===== src/rtl/hber_pkg.sv =====
`timescale 1ns/1ps
package hber_pkg;

   // Sync-header codes that mark a correctly framed block
   localparam logic [1:0] SYNC_DATA = 2'b01;
   localparam logic [1:0] SYNC_CTRL = 2'b10;

   // 00 and 11 are not legal sync headers
   function automatic logic sync_is_bad(input logic [1:0] s);
      return !((s == SYNC_DATA) || (s == SYNC_CTRL));
   endfunction

endpackage


===== src/rtl/hber_win_timer.sv =====
`timescale 1ns/1ps
module hber_win_timer #(
   parameter int WIN_CYCLES = 19531
) (
   input  logic clk,
   input  logic rst,
   output logic win_end
);
   localparam int  WIN_W    = (WIN_CYCLES > 2) ? $clog2(WIN_CYCLES) : 1;
   localparam bit  IS_POW2  = ((WIN_CYCLES & (WIN_CYCLES - 1)) == 0);

   if (WIN_CYCLES < 2) begin : g_bad_win
      $error("hber_win_timer: WIN_CYCLES must be at least 2");
   end

   logic [WIN_W-1:0] tick;

   if (IS_POW2) begin : g_pow2
      // Natural wrap of the counter closes the window
      always_ff @(posedge clk) begin
         if (rst) tick <= '0;
         else     tick <= tick + 1'b1;
      end
      assign win_end = &tick;
   end else begin : g_cmp
      localparam logic [WIN_W-1:0] LAST = WIN_W'(WIN_CYCLES - 1);
      always_ff @(posedge clk) begin
         if (rst)               tick <= '0;
         else if (tick == LAST) tick <= '0;
         else                   tick <= tick + 1'b1;
      end
      assign win_end = (tick == LAST);
   end

endmodule


===== src/rtl/hber_err_accum.sv =====
`timescale 1ns/1ps
module hber_err_accum
   import hber_pkg::*;
#(
   parameter int ERR_THRESH = 16,
   localparam int ERR_W     = $clog2(ERR_THRESH + 1)
) (
   input  logic             clk,
   input  logic             rst,
   input  logic             hdr_stb,
   input  logic [1:0]       hdr_sync,
   input  logic             win_end,
   output logic             declare,
   output logic [ERR_W-1:0] err_cnt
);
   localparam logic [ERR_W-1:0] FULL = ERR_W'(ERR_THRESH);
   localparam logic [ERR_W-1:0] LAST = ERR_W'(ERR_THRESH - 1);

   if (ERR_THRESH < 1) begin : g_bad_thresh
      $error("hber_err_accum: ERR_THRESH must be at least 1");
   end

   logic bad_hdr;
   assign bad_hdr = hdr_stb && sync_is_bad(hdr_sync);

   // The error that reaches the threshold declares, even on the window's last cycle
   assign declare = bad_hdr && (err_cnt == LAST);

   always_ff @(posedge clk) begin
      if (rst)                            err_cnt <= '0;
      else if (win_end)                   err_cnt <= '0;
      else if (bad_hdr && err_cnt != FULL) err_cnt <= err_cnt + 1'b1;
   end

endmodule


===== src/rtl/hber_pulse_gen.sv =====
`timescale 1ns/1ps
module hber_pulse_gen #(
   parameter int PULSE_LEN = 3
) (
   input  logic clk,
   input  logic rst,
   input  logic fire,
   output logic pulse
);
   if (PULSE_LEN < 2 || PULSE_LEN > 3) begin : g_bad_len
      $error("hber_pulse_gen: PULSE_LEN must be 2 or 3");
   end

   logic [PULSE_LEN-1:0] stage;

   always_ff @(posedge clk) begin
      if (rst) stage <= '0;
      else     stage <= {stage[PULSE_LEN-2:0], fire};
   end

   assign pulse = |stage;

endmodule


===== src/rtl/hber_sat_cnt.sv =====
`timescale 1ns/1ps
module hber_sat_cnt #(
   parameter int W = 8
) (
   input  logic         clk,
   input  logic         rst,
   input  logic         clr,
   input  logic         inc,
   output logic [W-1:0] count
);
   localparam logic [W-1:0] MAXV = {W{1'b1}};

   if (W < 1) begin : g_bad_w
      $error("hber_sat_cnt: W must be at least 1");
   end

   always_ff @(posedge clk) begin
      if (rst || clr)               count <= '0;
      else if (inc && count != MAXV) count <= count + 1'b1;
   end

endmodule


===== src/rtl/hber_monitor.sv =====
`timescale 1ns/1ps
module hber_monitor #(
   parameter int WIN_CYCLES = 19531,
   parameter int ERR_THRESH = 16,
   parameter int PULSE_LEN  = 3,
   parameter int CNT_W      = 8
) (
   input  logic             clk,
   input  logic             rst,
   input  logic             hdr_stb,
   input  logic [1:0]       hdr_sync,
   input  logic             entry_clr,
   output logic             hi_ber,
   output logic [CNT_W-1:0] bad_entries
);
   localparam int ERR_W = $clog2(ERR_THRESH + 1);

   if (WIN_CYCLES < ERR_THRESH) begin : g_bad_ratio
      $error("hber_monitor: window shorter than the error threshold");
   end

   logic             win_end;
   logic             declare;
   logic [ERR_W-1:0] err_cnt;

   hber_win_timer #(.WIN_CYCLES(WIN_CYCLES)) u_timer (
      .clk     (clk),
      .rst     (rst),
      .win_end (win_end)
   );

   hber_err_accum #(.ERR_THRESH(ERR_THRESH)) u_accum (
      .clk      (clk),
      .rst      (rst),
      .hdr_stb  (hdr_stb),
      .hdr_sync (hdr_sync),
      .win_end  (win_end),
      .declare  (declare),
      .err_cnt  (err_cnt)
   );

   hber_pulse_gen #(.PULSE_LEN(PULSE_LEN)) u_pulse (
      .clk   (clk),
      .rst   (rst),
      .fire  (declare),
      .pulse (hi_ber)
   );

   hber_sat_cnt #(.W(CNT_W)) u_entries (
      .clk   (clk),
      .rst   (rst),
      .clr   (entry_clr),
      .inc   (declare),
      .count (bad_entries)
   );

endmodule


===== config.mk =====
export PLATFORM = sky130hd
export DESIGN_NAME = hber_monitor
export DESIGN_NICKNAME = d
export VERILOG_FILES = /design/src/rtl/hber_pkg.sv /design/src/rtl/hber_win_timer.sv /design/src/rtl/hber_err_accum.sv /design/src/rtl/hber_pulse_gen.sv /design/src/rtl/hber_sat_cnt.sv /design/src/rtl/hber_monitor.sv
export SDC_FILE = /design/constraint.sdc
export NUM_CORES = 1
export LEC_CHECK = 0
export CAP_MARGIN = 20
export CORE_MARGIN = 2
export CORE_UTILIZATION = 35
export CTS_BUF_LIST = sky130_fd_sc_hd__clkbuf_16
export DETAILED_ROUTE_END_ITERATION = 7
export PLACE_DENSITY = 0.58
export SKIP_LAST_GASP = 1
export SYNTH_ARGS = -nofsm -noshare
export SYNTH_HDL_FRONTEND = slang
export SYNTH_SLANG_ARGS = --single-unit

===== constraint.sdc =====
create_clock -name clk -period 1.79 [get_ports clk]
set_input_delay 0.358 -clock clk [delete_from_list [all_inputs] [get_ports clk]]
set_output_delay 0.358 -clock clk [all_outputs]
set_load 0.02 [all_outputs]

# Word level (Yosys, flattened, before mapping)
# Cells that the tools add are included.
[classes]
reduce_logical = 9
n_eq_ne = 6
n_addsub = 3
[op_table]
columns = ["operator", "count"]
rows = [
  ["adder 15 x 1 -> 15 bit, second input constant", 1],
  ["== test 15 bit, second input constant", 1],
  ["adder 8 x 1 -> 8 bit, second input constant", 1],
  ["!= test 8 bit, second input constant", 1],
  ["adder 5 x 1 -> 5 bit, second input constant", 1],
  ["== test 5 x 4 -> 1 bit, second input constant", 1],
  ["!= test 5 bit, second input constant", 1],
  ["logical AND 1 bit", 4],
  ["OR reduction 3 bit", 1],
  ["== test 2 x 1 -> 1 bit, second input constant", 1],
  ["== test 2 bit, second input constant", 1],
  ["logical OR 1 bit", 2],
  ["OR reduction 2 bit", 1],
  ["logical NOT 1 bit", 1],
]
[word_totals]
in_bits = 6
out_inout_bits = 9
word_cells = 22
regBits = 31

# Depth between registers and ports, before layout
[depth]
word_depth = 6
depth_mapped = 7
mapped_depth_nobuf = 7

# Hierarchy
# Synthesis repeated with hierarchy kept, for this count alone.
[unflattened]
cells_unflattened = 167
area_unflattened_um2 = 1506.4
[modules_own_cells]
columns = ["mod", "instances", "cells_each", "seq_area_each_um2", "area_each_um2"]
rows = [
  ["hber_win_timer", 1, 76, 300.3, 681.9],
  ["hber_sat_cnt", 1, 48, 160.2, 421.7],
  ["hber_err_accum", 1, 36, 100.1, 317.8],
  ["hber_pulse_gen", 1, 7, 60.1, 85.1],
]

# Worst setup path before layout
# Ideal clock, no wire load.
[synth_path]
path_kind = "register to register"
start = "reg u_accum.err_cnt[0]"
end = "reg u_entries.count[5]"
arrival_ns = 1.677
period_less_slack_ns = 1.747
setup_ns = 0.070
path_slack_ns = 0.043
path_buffers = 0
path_stages_with_launch = 8
required_ns = 1.720
cell_sequence = "dfxtp_1 ha_1 and3_1 ha_1 and2_2 nand2_4 or4_1 a21oi_1"
[synth_via]
elab_chain_cells = 3
[synth_rtl]
columns = ["element", "line_no", "text"]
rows = [
  ["start: declaration", "hber_err_accum.sv:14", "output logic [ERR_W-1:0] err_cnt"],
  ["start signal: assignment", "hber_err_accum.sv:32", "else if (bad_hdr && err_cnt != FULL) err_cnt <= err_cnt + 1'b1;"],
  ["== test 5 x 4 -> 1 bit", "hber_err_accum.sv:27", "assign declare = bad_hdr && (err_cnt == LAST);"],
  ["logical AND 1 bit", "hber_err_accum.sv:27", ""],
  ["logical AND 1 bit", "hber_sat_cnt.sv:19", "else if (inc && count != MAXV) count <= count + 1'b1;"],
  ["end signal: assignment", "hber_sat_cnt.sv:19", ""],
  ["end: declaration", "hber_sat_cnt.sv:9", "output logic [W-1:0] count"],
]
# No other way between the ends.
# A chain may end at the register's enable or synchronous reset.

# Worst setup path after layout
[layout_path]
start = "reg u_entries.count[2]"
end = "out bad_entries[2]"
[layout_rtl]
columns = ["element", "line_no", "text"]
rows = [
  ["end: declaration", "hber_monitor.sv:14", "output logic [CNT_W-1:0] bad_entries"],
]
# No word-level cell between the ends.

==> results_dict.tcl <==
set metrics [dict create \
    grt_pass1_vias 1131 \
    cp_data_arrival_time_ps 1380 \
    synthTopCellsByArea "dfxtp_1 42%, xnor2_1 7.1%, nor2_1 6.1%, ha_1 5.1%, nand3_1 3.7%" \
    finalMaxSlewViolations 0 \
    cts_buffers 5 \
    worstPathMaxFanout 8 \
    synth_fp_nets 176 \
    ant_nets 0 \
    synth_top_area_frac 0.4218 \
    synth_common_cells "31 x dfxtp_1, 24 x nor2_1, 12 x xnor2_1, 11 x nand3_1, 9 x nand2_1" \
    port_buffers 14 \
    cts_buffer_depth 2 \
    clock_skew_ps 2.986 \
    cp_top_family "buffers and inverters" \
    ys_warn_count 0 \
    reg2reg_depth 7 \
    ioPinCount 15 \
    pwr-share-clk 0.490 \
    coreArea_um2 4029 \
    die_x_um 68.84 \
    dp_hpwl_um 2026 \
    max_cap_viol_count 0 \
    cp_num_cells 1 \
    synthArstFlopShare 0 \
    comb_power_share 0.058 \
    drt_iter0_drc 59 \
    cts_htree_levels 2 \
    path_buf_inv 1 \
    intPower_mw 1.249 \
    netSwitchingFraction 0.2139 \
    p_seq_frac 0.452 \
    grt_pass1_wl_um 4974 \
    max_stage_delay_ps 650 \
    cts_tree "built" \
    gp_congestion 0.7986 \
    synthFlopType "dfxtp_1" \
    clkTransAtPathRegs_ps 50 \
    die_h_um 68.84 \
    p_leak_nw 0.6683 \
    fmax_ghz 0.5741 \
    cp-start-kind "register" \
    diodes 0 \
    crit_path_end_kind "output port" \
    seq_area_frac_synth 0.4218 \
    crit_chain "clkdlybuf4s50_1" \
    grt.overflow.total 0 \
    r2r_setup_slack_ps 90 \
    yosysTopAreaCell "dfxtp_1" \
    drc 0 \
    use_met1 0.1693 \
    ys_ff_latch 31 \
    cts.hold.buffers_added 0 \
    slew_headroom 0.7257 \
    yosysMostFrequentCell "dfxtp_1" \
    drive_above_1_share 0.1587 \
    synth_edf_count 0 \
    drt_wl_total_um 2794 \
    place_inst 232 \
    syn_avg_cell_area_um2 8.972 \
    vias_per_cell 5.146 \
    netlist_area_um2 1471 \
    firstDrtPassIters 4 \
    fin_nets 201 \
    worstHoldPathCells 1 \
    grt_usage 0.1432 \
    antenna_found_initial 0 \
    row_count 23 \
    start_util 0.3652 \
    dieArea_um2 4739 \
    hold_class "reg -> reg" \
    power.density_nw_per_um2 841.6 \
    hold_viol 0 \
    clkLatencyLatePin_ps 270 \
    fillers 417 \
    status "finished, final reports clean" \
    met2_usage 0.2260 \
    synth_cells 164 \
    yosysUniqueCellTypes 37 \
    busiest_layer "met2" \
    area_growth_pct 28.32 \
    ir_worst_vdd_mv 0.3518 \
    p_sw_mw 0.3399 \
    dr_total_vias 1230 \
    fin_crit_sh 0.9731 \
    slowest_stage "clkdlybuf4s50_1" \
    clkSinkCount 31 \
    multi_input_area_um2 850.8 \
    fin_util 0.4686 \
    seq_area_um2 623.1 \
    met3_usage 0.03409 \
    wl_per_cell_um 11.69 \
    fin_cells 239 \
    timing_worst_setup_path_type "reg -> out" \
    crit_required_ps 1430 \
    fin_crit_ps 1742 \
    finalSetupTns_ps 0 \
    finalSetupViolCount 0 \
    cts_root_buf "clkbuf_16" \
    worst_slew_pin_slew_ps 411.4 \
    grt_max_degree 21 \
]
layout by cell type, fill, tap and decap left out, types with 6 or more instances in the layout:
cell	count
buf_4	7
nand3_1	11
inv_1	7
nor4_1	6
xnor2_1	12
nand2_1	9
dfxtp_1	29
a21oi_1	6
nor2_1	24
clkdlybuf4s50_1	13
logic make-up after synthesis:
kind of cell               count (synthesis)  synth area share
AOI/OAI and AO/OA                         19           0.08928
xor gates and xnor gates                  18            0.1199
buffers and inverters                     10           0.02636
and+or+nand+nor                           79            0.2849
adders and majority gates                  6           0.05102
muxes                                      1          0.006803
DFF                                       31            0.4218
area by class of cell:
| class | count | share of cell area |
|---|---|---|
| inverters | 7 | 0.01392 |
| clock inverters | 2 | 0.004639 |
| well taps | 50 | 0.03313 |
| multi-input cells | 123 | 0.4506 |
| flip-flops and latches | 31 | 0.3300 |
| repair buffers | 21 | 0.1014 |
| clock buffers | 5 | 0.06627 |
per-stage QoR:
step	power (mW)	hold WS [ps]	worst slack, ps	instance area (um2)
floorplan	0.7816	429.6	43.48	1471
global placement	0.8184	447.2	-97.04	1714
detailed placement	0.8203	446.2	-140.2	1714
CTS	1.605	467.9	5.565	1847
global route	1.654	483.6	-11.34	1888
finish	1.589	462.3	48.18	1888
layer usage:
layer	wire, um	vias to the layer above
met5	0	-
met3	97	11
met2	1263	22
li1	-	635
met4	112	0
met1	1321	562
timing repair:
item                       in CTS  in global routing
cloned                          0                  0
gates resized for setup         1                 10
buffers inserted                0                  0
setup endpoints to repair       1                  5
pin swaps                       0                  3
flip-flops by register name (all words and copies together) (netlist names):
register         flops
u_timer.tick        15
u_entries.count      8
u_accum.err_cnt      5
u_pulse.stage        3
path summary, 6_finish.rpt:
kind / to / start
hold / removal: u_pulse.stage[2]$_SDFF_PP0_ / u_pulse.stage[1]$_SDFF_PP0_
setup reg to reg: u_entries.count[5]$_SDFFE_PP0P_ / u_accum.err_cnt[1]$_SDFFE_PP0P_
hold reg to reg: u_pulse.stage[2]$_SDFF_PP0_ / u_pulse.stage[1]$_SDFF_PP0_
setup / recovery: bad_entries[2] / u_entries.count[2]$_SDFFE_PP0P_
power by group through the flow:
stage | sequential (mW) | combinational [mW] | clock [mW]
6_report | 0.718 | 0.0918 | 0.779
4_1_cts | 0.715 | 0.0913 | 0.799
5_1_grt | 0.719 | 0.102 | 0.833
3_3_place_gp | 0.729 | 0.0898 | 0
2_1_floorplan | 0.728 | 0.0536 | 0
3_5_place_dp | 0.729 | 0.0909 | 0
Note: power is estimated with default switching activity, not from simulation.
